## src/rtl/alias_resolver_pkg.sv

```systemverilog
package alias_resolver_pkg;

    typedef enum logic [1:0] {
        ST_IDLE   = 2'd0,
        ST_PROBE  = 2'd1,
        ST_WAIT   = 2'd2,
        ST_UPDATE = 2'd3
    } res_state_e;

    typedef enum logic [1:0] {
        ACT_PASS  = 2'd0,
        ACT_WRITE = 2'd1,
        ACT_PROBE = 2'd2
    } res_action_e;

endpackage

```

## src/rtl/alias_classify.sv

```systemverilog
module alias_classify
    import alias_resolver_pkg::*;
#(
    parameter int ALIAS_W = 2
) (
    input  logic               hit,
    input  logic               client,
    input  logic [ALIAS_W-1:0] stored_alias,
    input  logic [ALIAS_W-1:0] new_alias,
    output res_action_e        action
);

    logic same_alias;

    always_comb begin
        same_alias = (stored_alias == new_alias);
        if (!hit || !client) begin
            action = ACT_WRITE;      // nobody upstream can hold a conflicting copy
        end else if (same_alias) begin
            action = ACT_PASS;
        end else begin
            action = ACT_PROBE;
        end
    end

endmodule

```

## src/rtl/alias_fsm.sv

```systemverilog
module alias_fsm
    import alias_resolver_pkg::*;
#(
    parameter int ALIAS_W = 2
) (
    input  logic               clk,
    input  logic               rst_n,
    input  logic               start,
    input  res_action_e        action,
    input  logic [ALIAS_W-1:0] stored_alias,
    input  logic [ALIAS_W-1:0] new_alias,
    input  logic               probe_ready,
    input  logic               ack_valid,
    input  logic               ack_dirty,
    output logic               idle,
    output logic               pass_now,
    output logic               probe_valid,
    output logic [ALIAS_W-1:0] probe_alias,
    output logic               update,
    output logic [ALIAS_W-1:0] update_alias,
    output logic               dirty
);

    typedef struct packed {
        res_state_e         state;
        logic [ALIAS_W-1:0] old_alias;
        logic [ALIAS_W-1:0] nxt_alias;
        logic               dirty;
    } fsm_regs_t;

    fsm_regs_t r_d, r_q;

    always_comb begin
        r_d = r_q;
        unique case (r_q.state)
            ST_IDLE: begin
                r_d.dirty = 1'b0;
                if (start && action != ACT_PASS) begin
                    r_d.old_alias = stored_alias;
                    r_d.nxt_alias = new_alias;
                    r_d.state     = (action == ACT_PROBE) ? ST_PROBE : ST_UPDATE;
                end
            end
            ST_PROBE: begin
                if (probe_ready) r_d.state = ST_WAIT;
            end
            ST_WAIT: begin
                if (ack_valid) begin
                    r_d.dirty = ack_dirty;
                    r_d.state = ST_UPDATE;
                end
            end
            ST_UPDATE: begin
                r_d.state = ST_IDLE;
                r_d.dirty = 1'b0;
            end
            default: r_d.state = ST_IDLE;
        endcase
    end

    always_ff @(posedge clk) begin
        if (!rst_n) begin
            r_q <= '{state: ST_IDLE, old_alias: '0, nxt_alias: '0, dirty: 1'b0};
        end else begin
            r_q <= r_d;
        end
    end

    always_comb begin
        idle         = (r_q.state == ST_IDLE);
        pass_now     = idle && start && (action == ACT_PASS);
        probe_valid  = (r_q.state == ST_PROBE);
        probe_alias  = r_q.old_alias;
        update       = (r_q.state == ST_UPDATE);
        update_alias = r_q.nxt_alias;
        dirty        = update && r_q.dirty;
    end

endmodule

```

## src/rtl/alias_resolver.sv

```systemverilog
module alias_resolver
    import alias_resolver_pkg::*;
#(
    parameter int L1_BYTES   = 65536,
    parameter int L1_WAYS    = 4,
    parameter int PAGE_BYTES = 4096,
    localparam int WAY_BYTES = L1_BYTES / L1_WAYS,
    localparam int ALIAS_W   = (WAY_BYTES > PAGE_BYTES) ? $clog2(WAY_BYTES / PAGE_BYTES) : 1
) (
    input  logic               clk,
    input  logic               rst_n,
    input  logic               req_valid,
    output logic               req_ready,
    input  logic               req_hit,
    input  logic               req_client,
    input  logic [ALIAS_W-1:0] dir_alias,
    input  logic [ALIAS_W-1:0] req_alias,
    output logic               grant,
    output logic               probe_valid,
    input  logic               probe_ready,
    output logic [ALIAS_W-1:0] probe_alias,
    input  logic               ack_valid,
    input  logic               ack_dirty,
    output logic               dir_wr_valid,
    output logic [ALIAS_W-1:0] dir_wr_alias,
    output logic               wb_need
);

    res_action_e action;
    logic        idle;
    logic        pass_now;
    logic        update;
    logic        dirty;

    alias_classify #(.ALIAS_W(ALIAS_W)) u_cls (
        .hit          (req_hit),
        .client       (req_client),
        .stored_alias (dir_alias),
        .new_alias    (req_alias),
        .action       (action)
    );

    alias_fsm #(.ALIAS_W(ALIAS_W)) u_fsm (
        .clk          (clk),
        .rst_n        (rst_n),
        .start        (req_valid),
        .action       (action),
        .stored_alias (dir_alias),
        .new_alias    (req_alias),
        .probe_ready  (probe_ready),
        .ack_valid    (ack_valid),
        .ack_dirty    (ack_dirty),
        .idle         (idle),
        .pass_now     (pass_now),
        .probe_valid  (probe_valid),
        .probe_alias  (probe_alias),
        .update       (update),
        .update_alias (dir_wr_alias),
        .dirty        (dirty)
    );

    always_comb begin
        req_ready    = idle;
        grant        = pass_now || update;
        dir_wr_valid = update;
        wb_need      = dirty;
    end

endmodule

```

## config.mk

```make
export PLATFORM = sky130hd
export DESIGN_NAME = alias_resolver
export DESIGN_NICKNAME = d
export VERILOG_FILES = /design/src/rtl/alias_resolver_pkg.sv /design/src/rtl/alias_classify.sv /design/src/rtl/alias_fsm.sv /design/src/rtl/alias_resolver.sv
export SDC_FILE = /design/constraint.sdc
export NUM_CORES = 1
export LEC_CHECK = 0
export BUFFER_PORTS_ARGS = -buffer_cell sky130_fd_sc_hd__buf_2
export CAP_MARGIN = 40
export CELL_PAD_IN_SITES_DETAIL_PLACEMENT = 2
export CELL_PAD_IN_SITES_GLOBAL_PLACEMENT = 2
export CORE_MARGIN = 2
export CORE_UTILIZATION = 23
export DETAILED_ROUTE_END_ITERATION = 10
export GPL_ROUTABILITY_DRIVEN = 0
export PLACE_DENSITY = 0.79
export REMOVE_ABC_BUFFERS = 1
export SLEW_MARGIN = 15
export SYNTH_ARGS = -nofsm -noshare
export SYNTH_HDL_FRONTEND = slang
export SYNTH_HIERARCHICAL = 1
export SYNTH_SLANG_ARGS = --single-unit
```

## constraint.sdc

```tcl
create_clock -name clk -period 1.2 [get_ports clk]
set_input_delay 0.06 -clock clk [delete_from_list [all_inputs] [get_ports clk]]
set_output_delay 0.06 -clock clk [all_outputs]
set_load 0.01 [all_outputs]
```

Word-level counts from Yosys, hierarchy flattened. Cells that the tools add are included. Widths: inputs -> output; s select.

Output and inout port bits: 9. Bits in registers: 7. Bits of input ports: 12. Word-level logic and storage cells: 37.

Equality and inequality tests: 8. Multiplexer cells: 9. Reductions and logical operators: 16.

Operators by type and width (number): $mux 2 (5); $pmux 2 s4 (1); $eq 2x2->1 const B (3); $mux 6 (1); $logic_and 1x1->1 (4); $logic_not 2->1 (2); $ne 2x1->1 const B (2); $reduce_and 2->1 (2); $reduce_bool 2->1 (2); $reduce_and 3->1 (1); $eq 2x1->1 const B (1); $eq 2x2->1 (1); $logic_not 1->1 (2); $logic_or 1x1->1 (2); $ne 2x2->1 const B (1); $pmux 1 s2 (1); $reduce_or 2->1 (1); $mux 1 (1).

Depth between registers and ports, before layout. Gate-level depths: netlist (run 1).

Word-level depth: 7. Mapped depth: 5.

By module. The synthesis (run 1) kept the hierarchy.

By module, submodules not included: alias_fsm (cells each 48, area an instance 466.7 sq um, instances 1); alias_classify (cells each 4, area an instance 26.3 sq um, instances 1); alias_resolver (cells each 1, area an instance 6.3 sq um, instances 1).

Worst setup path before layout (run 1). No wires, ideal clock.

Kind: flip-flop to flip-flop. Start: register u_fsm/r_q[5] (netlist bit). End: register u_fsm/r_q[5] (netlist bit). Data required time: 1.128 ns. Path slack: -0.111 ns. Data arrival time: 1.239 ns. Period minus slack after synthesis: 1.311 ns. Library setup time: 0.072 ns. Cell stages (with the launch flop): 6. Cells stage by stage: dfxtp_1 inv_1 ha_1 and2b_1 a221oi_4 mux2i_1.

Word-level cells in the longest chain between the ends: 3. Elaborated cells on any way between the ends: 9.

RTL lines: from (decl) (line alias_fsm.sv:31) `fsm_regs_t r_d, r_q;`; from (signal assigned) (line alias_fsm.sv:63) `r_q <= '{state: ST_IDLE, old_alias: '0, nxt_alias: '0, dirty: 1'b0};`; from (signal assigned) (line alias_fsm.sv:65) `r_q <= r_d;`; $eq 2x1->1, or another cell as far along (line alias_fsm.sv:35) `unique case (r_q.state)`; $ne 2x1->1 (no source line) / $ne 2x2->1 (equally long branches); $reduce_and 3->1 (no source line).

Parallel ways exist; a longest one is shown, timed or not. A chain may end at the register's enable or synchronous reset.

Worst setup path after layout (run 1).
Start: register u_fsm/r_q[5] (netlist bit). End: register u_fsm/r_q[6] (netlist bit).

The elaborated chain is that of the path after synthesis.

==> results of run 1 <==
[timing repair]
item                                    in CTS  in global routing
pin swaps                                    3                  0
gates resized for setup                     11                  7
endpoints found under the setup margin      10                 10
setup buffers                                1                  0
[layer usage]
metal  global-route usage, %  part of all wire [%]  vias to the layer above
li1                        -                     -                      242
met1                   14.44                    43                      230
met2                   22.37                    53                        9
met3                   1.488                   3.3                        0
met4                   6.757                     0                        0
met5                       0                     0                        -
[state kept, by name, summed over array words and instances, names as in the netlist]
name and flops:
u_fsm/r_q 3, u_fsm/update_alias 2, u_fsm/probe_alias 2
[path summary, 6_finish.rpt]
check                              end                       from  slack [ns]
max reg2reg  u_fsm/r_q[6]$_SDFFE_PN0P_  u_fsm/r_q[5]$_SDFFE_PN0P_       -0.12
min reg2reg  u_fsm/r_q[0]$_SDFFE_PN0P_  u_fsm/r_q[0]$_SDFFE_PN0P_        0.50
min          u_fsm/r_q[0]$_SDFFE_PN0P_                  ack_dirty        0.09
max          u_fsm/r_q[6]$_SDFFE_PN0P_  u_fsm/r_q[5]$_SDFFE_PN0P_       -0.12
[critical path, cell delays in order (launching register included)]
cell and delay, ns:
dfxtp_2 0.33, inv_2 0.06, ha_2 0.18, and2b_2 0.21, a221oi_4 0.24, mux2i_1 0.22
[cells in the final DEF (no fill, tap or decap), types with 3 or more instances in the layout]
cell type | Yosys | routed
buf_4 | 4 | 9
mux2i_1 | 6 | 6
ha_2 | 0 | 3
buf_2 | 0 | 20
nand2_1 | 4 | 3
nor2b_1 | 7 | 7
dfxtp_1 | 7 | 5
clkbuf_4 | 0 | 3
[cells by family after synthesis]
logic type / Yosys count / synth area share (%)
xor+xnor: 2 / 3.509
buf+inv: 7 / 8.271
fa+ha+maj: 5 / 12.53
compound gates: 9 / 16.29
flops: 7 / 28.07
simple gates: 17 / 19.30
mux: 6 / 12.03
[power breakdown]
| group | leakage [nW] | switching [mW] | internal, mW | total, mW |
|---|---|---|---|---|
| Sequential | 0.0584 | 0.0187 | 0.262 | 0.281 |
| Clock | 0.0150 | 0.0980 | 0.128 | 0.226 |
| Combinational | 0.295 | 0.219 | 0.274 | 0.493 |
| Total | 0.369 | 0.336 | 0.664 | 0.999 |
[synthesized netlist by cell type]
master,instances
nor3_1,1
nor2b_1,7
ha_1,5
mux2i_1,6
and3_1,1
o21ai_1,1
o211ai_2,1
buf_4,4
nand2_1,4
a21boi_0,1
a221oi_4,1
o211a_1,1
xnor2_1,2
inv_1,3
and2b_1,1
nand4_1,1
a21oi_1,1
and2_1,1
o21ai_0,3
or2_1,1
dfxtp_1,7
[final cells by class]
cell class | count | area [sq um]
Multi-Input combinational cell | 39 | 367.9
Fill cell | 241 | 1227
Clock buffer | 4 | 26.28
Inverter | 3 | 13.76
Tap cell | 27 | 33.78
Timing Repair Buffer | 30 | 187.7
Sequential cell | 7 | 145.1
[stage by stage]
| step | instance area (sq um) | total power [mW] | std cells | utilization, % |
|---|---|---|---|---|
| floorplan | 469.2 | 0.5001 | 49 | - |
| global placement | 670.6 | 0.6573 | 105 | 33.50 |
| detailed placement | 670.6 | 0.6755 | 105 | 33.50 |
| CTS | 740.7 | 0.9867 | 110 | 37.00 |
| global route | 774.5 | 1.088 | 110 | 38.69 |
| finish | 774.5 | 0.9992 | 110 | 38.69 |
==> impl_metrics.toml, run 1 <==
[clocking]
clock_sinks = 7
ctsHoldBuffers = 0
clkTransAtPathRegs_ns = 0.06
cts_root_buffer = "clkbuf_4"
clockBufferDepth = 2
tritoncts = "yes"
cts_inserted_buffers = 3
clk_latency_ns = 0.25
cts.htree.levels = 1

[floorplanning]
fp.dieArea_sq_um = 2559
coreArea_sq_um = 2002
die_x_um = 50.59
pin_count = 21
start_util_pct = 24.94
fp-row-count = 16
die_y_um = 50.59

[route]
drtIter0Drc = 3
wl_per_cell_um = 12.94
firstDrtPassIters = 4
drc = 0
wl_mm = 1.423
vias = 481
avgViaCountPerCell = 4.373
ant_nets = 0

[global_route]
antenna_found_initial = 0
first_global_vias = 538
grt_pass1_wl_mm = 2.415
grt_max_degree = 10
grt-ovfl-total = 0
grt.total_usage_pct = 12.55

[status]
outcome = "finished, violations left"
violations = "negative setup slack"

[timing]
tns_ns = -0.4244
setup_slack_ns = -0.1218
fin_crit_sh_pct = 110.2
holdWs_ns = 0.09009
final_max_slew_viol_count = 0
post-route-min-period_ns = 1.322
grt_setup_unrepaired = "yes"
fmaxAchievable_mhz = 756.5
worstMarginPinSlew_ns = 0.2574
finalSetupViolations = 8
hold_viol = 0
clock_skew_ns = 0.003787
slew-limit-headroom_pct = 82.76

[final_layout]
antennaDiodeCount = 0
area_growth_pct = 55.14
drive_above_1_share_pct = 56.63
final_nets = 101

[worst_hold_path]
hold_depth = 3
worstHoldPathType = "input pin to flip-flop"

[placed_design]
dp_hpwl_mm = 1.127
dp_slack_ns = -0.2106
io_buffers = 20

[critical_path]
worstPathArrival_ns = 1.49
crit_fanout = 3
reg2regPathDepth = 5
cp-end-kind = "flip-flop"
startpoint_type = "flip-flop"
crit_required_ns = 1.37
path_class = "flip-flop to flip-flop"

[flow_run]
maxCapViolCount = 0

[yosys]
post_synth.cell_area_avg_sq_um = 9.419
yosys.area.top_type = "dfxtp_1"
ys_types = 21
ys_seq_elements = 7
syn_inst = 53
netlist_top_cells_area = "dfxtp_1 (28%), ha_1 (13%), mux2i_1 (12%)"
post-synth-top-area-fraction_pct = 28.07
ys_seq_area_share_pct = 28.07
synth-warning-count = 6
syn_area_sq_um = 499.2

[power_and_ir_drop]
p_leak_nw = 0.3686
power_density_nw_per_um2 = 1290
max-vdd-ir-drop_uv = 462.1
Note: power is estimated with default switching activity, not from simulation.
==> run 2, diff against run 1 <==
CORE_ASPECT_RATIO = 0.6   (was default)
CORE_MARGIN = default   (was 2)
CTS_CLUSTER_SIZE = 14   (was default)
==> impl_metrics.toml, run 2 (synthesis results as in run 1) <==
[final_layout]
largest_reg_flops = 3
area_growth_pct = 53.88
final_nets = 101
nFillCells = 217
final_cell_mix = "buf_2 (20), buf_4 (10), nor2b_1 (7), mux2i_1 (6), dfxtp_1 (5)"
fin_cells = 111
final_common_cell = "buf_2"
regMostFlops = "u_fsm/r_q"
antennaDiodeCount = 0
fin_area_sq_um = 768.2
fin_util_pct = 39.66
drive_above_1_share_pct = 54.22

[floorplanning]
pin_count = 21
fp.dieArea_sq_um = 2367
coreArea_sq_um = 1937
die_x_um = 62.15
start_util_pct = 25.78
fp-row-count = 12
die_y_um = 38.09

[power_and_ir_drop]
p_int_mw = 0.6400
sequentialPowerShare_pct = 28.8
max-vdd-ir-drop_uv = 573.7
p_leak_nw = 0.3661
p_sw_share_pct = 35.67
combinationalPowerShare_pct = 47.9
switching_power_mw = 0.3549
clockPowerShare_pct = 23.3
power_density_nw_per_um2 = 1295

[timing]
fin_crit_sh_pct = 111.2
setup_slack_ns = -0.1349
final_max_slew_viol_count = 0
finalSetupViolations = 10
post-route-min-period_ns = 1.335
grt_setup_unrepaired = "yes"
holdWs_ns = 0.07127
clock_skew_ns = 0.001879
fmaxAchievable_mhz = 749.1
worstMarginPinSlew_ns = 0.2756
slew-limit-headroom_pct = 81.63
hold_viol = 0

[critical_path]
crit_required_ns = 1.14
worstPathArrival_ns = 1.27
critPathSlowestCell = "dfxtp_4"
path_class = "flip-flop to output pin"
worst-path-stages = 4
crit_fanout = 3
path_cells = "buf_4 -> ha_4 -> or2_1 -> buf_2"
cp-end-kind = "output pin"
critical_path_buf_inv_count = 2
cp_slowest_stage_delay_ns = 0.37
startpoint_type = "flip-flop"
cp_top_family = "flip-flops"
reg2regPathDepth = 5

[clocking]
ctsHoldBuffers = 0
clk_latency_ns = 0.26
cts_inserted_buffers = 3
cts_root_buffer = "clkbuf_4"
clkTransAtPathRegs_ns = 0.06
cts.htree.levels = 1
tritoncts = "yes"
clock_sinks = 7
clockBufferDepth = 2

[route]
firstDrtPassIters = 4
wl_per_cell_um = 14.49
vias = 483
avgViaCountPerCell = 4.351
wl_mm = 1.608
drc = 0
drtIter0Drc = 10
ant_nets = 0

[global_route]
first_global_vias = 507
grt-ovfl-total = 0
grt.total_usage_pct = 14.61
grt_pass1_wl_mm = 2.456
grt_max_degree = 10
antenna_found_initial = 0

[worst_hold_path]
hold_depth = 3
worstHoldPathType = "input pin to flip-flop"

[flow_run]
maxCapViolCount = 0

[status]
violations = "negative setup slack"
outcome = "finished, violations left"

[placed_design]
placed_cell_area_sq_um = 664.4
dp.cells = 105
io_buffers = 20
dp_hpwl_mm = 1.273
dp_slack_ns = -0.2869
-- run 2: cell counts in the layout (fill, tap and decap cells not counted) --
Identical to the previous run, type by type.
-- run 2: per-layer routing --
layer | vias up | share of wire [%] | global-route usage, %
li1 | 237 | - | -
met1 | 229 | 49 | 17.49
met2 | 15 | 45 | 25.00
met3 | 2 | 4.7 | 4.167
met4 | 0 | 1.0 | 6.977
met5 | - | 0 | 0
-- run 2: power by group through the flow --
stage	Sequential (mW)	Clock (mW)	Combinational, mW
detailed placement	0.280	0	0.392
global route	0.290	0.265	0.509
CTS	0.278	0.235	0.462
floorplan	0.286	0	0.214
global placement	0.277	0	0.376
finish	0.287	0.232	0.476
-- run 2: final cells by class --
type,instances,area [sq um],area share (%)
Tap cell,28,35.03,4.560
Multi-Input combinational cell,39,370.4,48.21
Inverter,3,16.27,2.117
Clock buffer,4,26.28,3.420
Timing Repair Buffer,30,175.2,22.80
Sequential cell,7,145.1,18.89
-- run 2: final timing paths --
kind / from / to / slack (ns)
worst max-delay path: u_fsm/r_q[6]$_SDFFE_PN0P_ / grant / -0.13
worst min-delay path: ack_dirty / u_fsm/r_q[0]$_SDFFE_PN0P_ / 0.07
worst max register to register: u_fsm/r_q[5]$_SDFFE_PN0P_ / u_fsm/r_q[6]$_SDFFE_PN0P_ / -0.13
worst min register to register: u_fsm/r_q[0]$_SDFFE_PN0P_ / u_fsm/r_q[0]$_SDFFE_PN0P_ / 0.50
-- run 2: stage by stage --
| step | total power, mW | setup TNS, ns |
|---|---|---|
| global placement | 0.6528 | -1.106 |
| CTS | 0.9744 | -0.7565 |
| global route | 1.064 | -1.456 |
| floorplan | 0.5001 | -0.4410 |
| detailed placement | 0.6727 | -1.548 |
| finish | 0.9949 | -0.8711 |
-- run 2: repair_timing --
action | CTS | global route
buffers inserted | 2 | 0
cloned | 0 | 0
resized for setup | 12 | 7
pin swaps | 2 | 1
endpoints found under the setup margin | 11 | 11
-- run 2: worst reg2reg max path, cell delays in order, from the launching register on --
cell and delay, ns:
dfxtp_2 0.35, inv_4 0.06, ha_4 0.16, and2b_2 0.22, a221oi_4 0.24, mux2i_1 0.22
==> run 3, diff against run 2 <==
SETUP_SLACK_MARGIN = 0.5   (was default)
==> impl_metrics.toml, run 3 (synthesis results as in run 1) <==
[status]
outcome = "finished, violations left"
violations = "negative setup slack"

[route]
vias = 481
drtIter0Drc = 10
wl_mm = 1.734
ant_nets = 0
wl_per_cell_um = 15.48
firstDrtPassIters = 4
avgViaCountPerCell = 4.295
drc = 0

[final_layout]
nFillCells = 208
largest_reg_flops = 3
drive_above_1_share_pct = 59.52
fin_cells = 112
final_common_cell = "buf_2"
final_nets = 102
regMostFlops = "u_fsm/r_q"
final_cell_mix = "buf_2 (15), buf_4 (10), nor2b_1 (7), buf_6 (6), mux2i_1 (6)"
multi_input_area_sq_um = 370.4
fin_util_pct = 42.12
seqCellArea_sq_um = 150.1
area_growth_pct = 63.41
antennaDiodeCount = 0
fin_area_sq_um = 815.8

[critical_path]
crit_required_ns = 1.37
worstPathArrival_ns = 1.51
r2r_end = "u_fsm/r_q[6]$_SDFFE_PN0P_"
cp-end-kind = "flip-flop"
path_class = "flip-flop to flip-flop"
crit_fanout = 3
startpoint_type = "flip-flop"
reg2reg_from = "u_fsm/r_q[6]$_SDFFE_PN0P_"
reg2regPathDepth = 5
r2r_slack_ns = -0.14

[floorplanning]
coreArea_sq_um = 1937
fp-row-count = 12
pin_count = 21
start_util_pct = 25.78
die_x_um = 62.15
die_y_um = 38.09
fp.dieArea_sq_um = 2367

[timing]
fmaxAchievable_mhz = 747.4
holdWs_ns = 0.09588
setup_slack_ns = -0.1380
slew-limit-headroom_pct = 80.31
hold_viol = 0
fin_crit_sh_pct = 111.5
final_max_slew_viol_count = 0
worstMarginPinSlew_ns = 0.2953
clock_skew_ns = 0.0007561
grt_setup_unrepaired = "yes"
finalSetupViolations = 11
post-route-min-period_ns = 1.338

[flow_run]
maxCapViolCount = 0

[worst_hold_path]
holdCritStartpoint = "ack_dirty"
hold_depth = 3
min_to = "u_fsm/r_q[0]$_SDFFE_PN0P_"
worstHoldPathType = "input pin to flip-flop"

[global_route]
grt_pass1_wl_mm = 2.670
grt-ovfl-total = 0
first_global_vias = 507
antenna_found_initial = 0
grt.total_usage_pct = 15.90
grt_max_degree = 10

[power_and_ir_drop]
p_leak_nw = 0.3778
power_density_nw_per_um2 = 1242
max-vdd-ir-drop_uv = 542.9

[clocking]
clkTransAtPathRegs_ns = 0.06
cts_root_buffer = "clkbuf_4"
clk_latency_ns = 0.25
tritoncts = "yes"
cts_inserted_buffers = 3
clock_sinks = 7
clockBufferDepth = 2
cts.htree.levels = 1

[placed_design]
dp.cells = 105
dp_slack_ns = -0.2869
dp_hpwl_mm = 1.273
placed_cell_area_sq_um = 664.4
io_buffers = 20
[run 3: what timing repair did]
action                                  CTS  global route
pin swaps                                 2             1
gates cloned                              0             0
hold buffers                              0             0
setup buffers                             2             1
gates resized for setup                  21             7
endpoints found under the setup margin   16            16
[run 3: how the worst max path moves through the flow]
| stage | startpoint | to | slack (ns) | depth (start not counted) |
|---|---|---|---|---|
| 2_1_floorplan | u_fsm/r_q[5]$_SDFFE_PN0P_ | u_fsm/r_q[5]$_SDFFE_PN0P_ | -0.11 | 5 |
| 3_3_place_gp | req_alias[0] | u_fsm/update_alias[0]$_SDFFE_PN0P_ | -0.22 | 7 |
| 3_5_place_dp | req_alias[0] | u_fsm/probe_alias[1]$_SDFFE_PN0P_ | -0.29 | 7 |
| 4_1_cts | u_fsm/r_q[5]$_SDFFE_PN0P_ | u_fsm/r_q[6]$_SDFFE_PN0P_ | -0.12 | 5 |
| 5_1_grt | u_fsm/r_q[5]$_SDFFE_PN0P_ | u_fsm/r_q[6]$_SDFFE_PN0P_ | -0.21 | 5 |
| 6_report | u_fsm/r_q[6]$_SDFFE_PN0P_ | u_fsm/r_q[6]$_SDFFE_PN0P_ | -0.14 | 5 |
[run 3: per-layer routing]
| metal | routed length, um | GRT usage (%) |
|---|---|---|
| met3 | 55 | 5.060 |
| met5 | 0 | 0 |
| met4 | 0 | 1.744 |
| met1 | 844 | 19.79 |
| met2 | 834 | 28.30 |
[run 3: critical path: stages, from the launching register on]
cell	delay (ns)
dfxtp_4	0.38
inv_4	0.05
ha_4	0.15
buf_4	0.15
a221oi_4	0.29
mux2i_1	0.22
[run 3: power breakdown]
part	total [mW]	internal [mW]	leakage (nW)	switching [mW]
clock	0.219	0.127	0.0150	0.0919
combinational	0.499	0.270	0.303	0.229
sequential	0.295	0.265	0.0600	0.0295
[run 3: through the flow]
step                      TNS [ns]  total power, mW
final                      -0.8561            1.013
after global routing        -1.482            1.092
after CTS                  -0.7728           0.9972
after detailed placement    -1.548           0.6727
after global placement      -1.106           0.6528
after floorplan            -0.4410           0.5001
[run 3: cell type report]
cell class | instances | area share [%]
inverter | 3 | 1.994
timing repair buffer | 31 | 26.69
sequential | 7 | 18.40
multi-input combinational | 39 | 45.40
clock buffer | 4 | 3.221
tap | 28 | 4.294
